<file path="config.mk">
export PLATFORM = sky130hd
export DESIGN_NAME = rx_poll_seq
export DESIGN_NICKNAME = d
export VERILOG_FILES = /design/src/rtl/rx_poll_seq.sv
export SDC_FILE = /design/constraint.sdc
export NUM_CORES = 1
export LEC_CHECK = 0
export BUFFER_PORTS_ARGS = -buffer_cell sky130_fd_sc_hd__buf_2
export CORE_MARGIN = 4
export CORE_UTILIZATION = 45
export CTS_CLUSTER_SIZE = 25
export DETAILED_ROUTE_END_ITERATION = 10
export GPL_ROUTABILITY_DRIVEN = 0
export GPL_TIMING_DRIVEN = 0
export HOLD_SLACK_MARGIN = 0.08
export PLACE_DENSITY = 0.58
export REMOVE_ABC_BUFFERS = 1
export SLEW_MARGIN = 25
export SYNTH_ARGS = -nofsm -noshare
export SYNTH_HDL_FRONTEND = slang
export SYNTH_SLANG_ARGS = --single-unit
export TNS_END_PERCENT = 100
</file>
<file path="constraint.sdc">
create_clock -name clk -period 3.7 [get_ports clk]
set_input_delay 0.185 -clock clk [delete_from_list [all_inputs] [get_ports clk]]
set_output_delay 0.185 -clock clk [all_outputs]
set_load 0.005 [all_outputs]
</file>
<file path="src/rtl/rx_poll_seq.sv">
module rx_poll_seq #(
  parameter int DIV_LO     = 10,
  parameter int DIV_HI     = 14,
  parameter int SLEEP_UNIT = 1024,
  parameter int EXT_MULT   = 8,
  parameter int SU_B0      = 8,
  parameter int SU_B1      = 6,
  parameter int SU_B2      = 4,
  parameter int SU_B3      = 3,
  parameter logic [4:0] SLEEP_RST = 5'd11
) (
  input  logic       clk,
  input  logic       rst_n,
  input  logic       mode_sel,
  input  logic [1:0] baud_sel,
  input  logic       cfg_wr,
  input  logic [4:0] sleep_code,
  input  logic [1:0] ext_code,
  input  logic       enable,
  input  logic       chk_pass,
  input  logic       chk_fail,
  input  logic       off_cmd,
  output logic       path_en,
  output logic       chk_en,
  output logic       rx_active
);

  localparam int DMAX = (DIV_LO > DIV_HI) ? DIV_LO : DIV_HI;
  localparam int DW   = $clog2(DMAX + 1);
  localparam int TW   = $clog2(31 * EXT_MULT * SLEEP_UNIT + 1);
  localparam logic [DW-1:0] DLO_M1 = DW'(DIV_LO - 1);
  localparam logic [DW-1:0] DHI_M1 = DW'(DIV_HI - 1);
  localparam logic [4:0] PERM = 5'd31;

  typedef enum logic [1:0] {S_SLEEP, S_START, S_CHECK, S_RX} st_t;

  st_t            st, nxt;
  logic [DW-1:0]  dv;
  logic [TW-1:0]  tc, target, su_len;
  logic [TW:0]    tc_inc;
  logic [4:0]     sleep_q;
  logic [1:0]     ext_q;
  logic           tick, clr, sleep_done, start_done, counting;

  assign tick     = dv >= (mode_sel ? DHI_M1 : DLO_M1);
  assign tc_inc   = {1'b0, tc} + (TW+1)'(1);
  assign target   = TW'(sleep_q) * ((ext_q != 2'b00) ? TW'(EXT_MULT) : TW'(1)) * TW'(SLEEP_UNIT);
  assign counting = (st == S_SLEEP) || (st == S_START);

  always_comb begin
    case (baud_sel)
      2'd0:    su_len = TW'(SU_B0);
      2'd1:    su_len = TW'(SU_B1);
      2'd2:    su_len = TW'(SU_B2);
      default: su_len = TW'(SU_B3);
    endcase
  end

  assign sleep_done = (sleep_q == 5'd0) ||
                      ((sleep_q != PERM) && tick && (tc_inc >= {1'b0, target}));
  assign start_done = tick && (tc_inc >= {1'b0, su_len});

  always_comb begin
    nxt = st;
    case (st)
      S_SLEEP: if (sleep_done) nxt = S_START;
      S_START: if (start_done) nxt = S_CHECK;
      S_CHECK: if (chk_fail) nxt = S_SLEEP;
               else if (chk_pass) nxt = S_RX;
      default: if (off_cmd) nxt = S_SLEEP;
    endcase
    if (!enable) nxt = S_SLEEP;
  end

  assign clr = (nxt != st) || !enable || !counting ||
               ((st == S_SLEEP) && (sleep_q == PERM));

  always_ff @(posedge clk or negedge rst_n) begin
    if (!rst_n) begin
      st <= S_SLEEP;
      dv <= '0;
      tc <= '0;
    end else begin
      st <= nxt;
      if (clr) begin
        dv <= '0;
        tc <= '0;
      end else if (tick) begin
        dv <= '0;
        tc <= tc_inc[TW-1:0];
      end else begin
        dv <= dv + DW'(1);
      end
    end
  end

  always_ff @(posedge clk or negedge rst_n) begin
    if (!rst_n) begin
      sleep_q <= SLEEP_RST;
      ext_q   <= 2'b00;
    end else if (cfg_wr) begin
      sleep_q <= sleep_code;
      ext_q   <= ext_code;
    end else if ((st == S_CHECK) && chk_fail) begin
      ext_q[0] <= 1'b0;
    end
  end

  assign path_en   = (st != S_SLEEP);
  assign chk_en    = (st == S_CHECK);
  assign rx_active = (st == S_RX);

  p_force_sleep_r11: assert property (@(posedge clk) disable iff (!rst_n)
    !enable |=> (st == S_SLEEP));
  p_fail_to_sleep_r9: assert property (@(posedge clk) disable iff (!rst_n)
    (st == S_CHECK) && chk_fail |=> (st == S_SLEEP));
  p_pass_to_rx_r9: assert property (@(posedge clk) disable iff (!rst_n)
    (st == S_CHECK) && chk_pass && !chk_fail && enable |=> rx_active);
  p_check_entry_r8: assert property (@(posedge clk) disable iff (!rst_n)
    $rose(chk_en) |-> ($past(st) == S_START));
  p_rx_hold_r10: assert property (@(posedge clk) disable iff (!rst_n)
    rx_active && !off_cmd && enable |=> rx_active);
  p_off_sleep_r10: assert property (@(posedge clk) disable iff (!rst_n)
    rx_active && off_cmd |=> !path_en);
  p_perm_sleep_r5: assert property (@(posedge clk) disable iff (!rst_n)
    (st == S_SLEEP) && (sleep_q == PERM) && !cfg_wr |=> (st == S_SLEEP));
  p_zero_sleep_r4: assert property (@(posedge clk) disable iff (!rst_n)
    (st == S_SLEEP) && (sleep_q == 5'd0) && enable |=> (st == S_START));
  p_temp_clear_r7: assert property (@(posedge clk) disable iff (!rst_n)
    (st == S_CHECK) && chk_fail && !cfg_wr |=> !ext_q[0]);
  p_perm_keep_r6: assert property (@(posedge clk) disable iff (!rst_n)
    ext_q[1] && !cfg_wr |=> ext_q[1]);

endmodule

</file>
==> impl_metrics.tcl <==
set metrics [dict create \
    synth_top_area_frac 0.254 \
    vias 2182 \
    wire_per_inst_um 14.6 \
    setup_violations 0 \
    endpoint_kind "register" \
    seq_area_um2 782 \
    root_buffer "clkbuf_8" \
    cp_cell_sequence "ha_1 > and4_2 > nand2_1 > nor2_2 > nand2_1 > xnor2_1 > ha_1 > nand2_1 > nor4_1 > nand3_1 > a31oi_2 > a2bb2oi_4 > buf_12 > nor3_1" \
    finalNetCount 374 \
    fp.coreArea_mm2 0.00592 \
    grt.total_usage 0.177 \
    hpwl_um 4130 \
    worst_ir_drop_vdd_mv 0.171 \
    drive_above_1_share 0.234 \
    die-area_mm2 0.00744 \
    status "finished clean" \
    path_clk_slew_ns 0.07 \
    final.min_clock_period_ns 3.46 \
    critPathMaxFanout 11 \
    critical-path-max-stage-delay_ns 0.49 \
    grt_pass1_vias 2195 \
    tritoncts "done" \
    viasPerCell 5.33 \
    avgSynthCellArea_um2 8.51 \
    drc_errors 0 \
    cpMostUsedCell "nand2_1" \
    cts_buffers 5 \
    yosysTopAreaCell "dfrtp_1" \
    fmax_mhz 289 \
    p_leak_nw 1.35 \
    syn_area_mm2 0.00276 \
    p_per_area_mw_per_mm2 256 \
    slew_headroom 0.446 \
    io_pins 20 \
    crit_slowest_cell "dfrtp_2" \
    n_fill_cell 559 \
    arrival_ns 3.61 \
    drt_wl_total_um 5960 \
    syn2layout_area_growth_pct 9.21 \
    htreeDepth 2 \
    rows 28 \
    hold_path.class "input pin to register" \
    critPathRequiredTime_ns 3.85 \
    place_area_mm2 0.00284 \
    ys_types 62 \
    synth_flop_cell "dfrtp_1" \
    rsz0062_at_grt "no" \
    die-height_um 86.3 \
    clock_latency_ns 0.29 \
    ys_top_cells_by_area "dfrtp_1 (25%), ha_1 (10%), xor2_1 (5.4%)" \
    dr.pass1.iters 4 \
    finalHoldViolCount 0 \
    cap_viol_max_count 0 \
    critPathLaunchType "register" \
    drv_slew 0 \
    die_width_um 86.3 \
    yosysSeqAreaShare 0.283 \
    async_reset_ff_frac 1.00 \
    finalPower_mw 0.772 \
    skew_ns 0.00471 \
    design_area_mm2 0.00301 \
    cp_top_family "simple AND/OR/NAND/NOR gates" \
    worst-path-buf-inv 1 \
    syn_inst 324 \
    grt_max_degree 32 \
    grt_pass1_wl_um 10500 \
    worstMarginPinSlew_ns 0.830 \
    ys_ff_latch 31 \
    port-buffer-count 19 \
    final_core_util 0.509 \
    ant_nets 0 \
    cts_buffer_depth 2 \
    yosys_warnings 0 \
    start_util 0.466 \
    fin_crit_sh 0.935 \
    antenna_cells 0 \
    numClockSinks 31 \
    multi_input_area_mm2 0.00185 \
    grt_overflow 0 \
    grt_antenna_before_repair 0 \
    drtIter0Drc 87 \
    worstSetupPathType "register to register" \
    synth_edf_count 0 \
]
==> area by class of cell <==
cell class | count | area share
flip-flops and latches | 31 | 0.260
multi-input cells | 258 | 0.614
inverters | 14 | 0.0174
well taps | 75 | 0.0312
repair buffers | 23 | 0.0507
clock inverters | 1 | 0.00166
clock buffers | 7 | 0.0253
==> cell usage in the layout (no fill, tap or decap), types with 7 or more instances in the layout <==
cell,instances
nor3_1,12
inv_1,14
xor2_1,17
xnor2_1,16
buf_2,19
nor2_1,28
mux2_2,7
nand2_1,36
nor2_2,11
ha_1,23
o21ai_0,8
dfrtp_1,26
nand3_1,17
nand2_2,10
==> cells in the mapped netlist (4+ instances only) <==
library cell,n
mux2i_1,4
nand3_1,17
and2_1,5
o21ai_0,8
dfrtp_1,28
a31oi_1,4
nor2_1,29
xor2_1,17
nand4_1,5
nor3_1,12
clkbuf_1,10
inv_1,14
mux2_2,7
ha_1,23
nor2_2,10
xnor2_1,16
nand2_1,36
nand2_2,10
buf_2,7
==> state kept, by name (all words and copies together) (netlist names) <==
register	cells
tc	18
dv	4
ext_q	2
st	2
sleep_q	5
==> final timing paths <==
path | startpoint | end | slack [ns] | cells after the start
setup reg to reg | tc[0] | dv[2] | 0.24 | 14
max in group asynchronous | rst_n | tc[1] | 2.71 | 2
hold reg to reg | dv[0] | dv[0] | 0.53 | 1
hold / removal | ext_code[0] | ext_q[0] | 0.12 | 3
setup / recovery | tc[0] | dv[2] | 0.24 | 14
min in group asynchronous | rst_n | sleep_q[4] | 0.49 | 2
==> report_power, final <==
| part | internal (mW) | total, mW | leakage, nW | switching [mW] |
|---|---|---|---|---|
| sequential | 0.354 | 0.369 | 0.408 | 0.0158 |
| combinational | 0.0652 | 0.138 | 0.898 | 0.0724 |
| clock | 0.132 | 0.265 | 0.0422 | 0.133 |
==> logic make-up (layout without fill, tap and decap cells) <==
kind of cell	count (synthesis)	in the layout	share of synthesized area
buffers and inverters	37	45	0.0662
muxes	11	11	0.0431
DFF	31	31	0.283
xor gates and xnor gates	33	33	0.105
adders and majority gates	24	24	0.112
and+or+nand+nor	148	148	0.284
other	2	3	0.00272
AOI/OAI and AO/OA	38	39	0.105
==> routing by layer <==
layer,track usage,wire length (um),vias to the layer above
met1,0.251,2920,1012
met2,0.276,2670,42
li1,-,-,1122
met4,0.0524,83,0
met3,0.0323,291,6
met5,0,0,-
==> tightest hold or removal path, delay by kind of cell <==
kind	cells	cell delay, ns
compound gates	1	0.06
buf+inv	1	0.08
simple gates	1	0.04
==> per-stage QoR <==
stage / cells / setup TNS, ns / hold slack [ns] / worst slack [ns]
after global routing: 409 / 0 / 0.125 / 0.0394
after CTS: 409 / 0 / 0.110 / 0.0261
final: 409 / 0 / 0.116 / 0.242
after detailed placement: 396 / -5.90 / 0.290 / -0.304
after floorplan: 302 / 0 / -0.111 / 0.274
after global placement: 396 / -13.90 / 0.284 / -0.667
==> timing repair <==
action,in CTS,in global routing
hold buffers,1,0
pin swaps,1,0
hold endpoints to repair,28,0
buffers inserted,3,0
endpoints found under the setup margin,22,23
gates cloned,1,0
resized for setup,2,3
(Power assumes the default switching activity.)
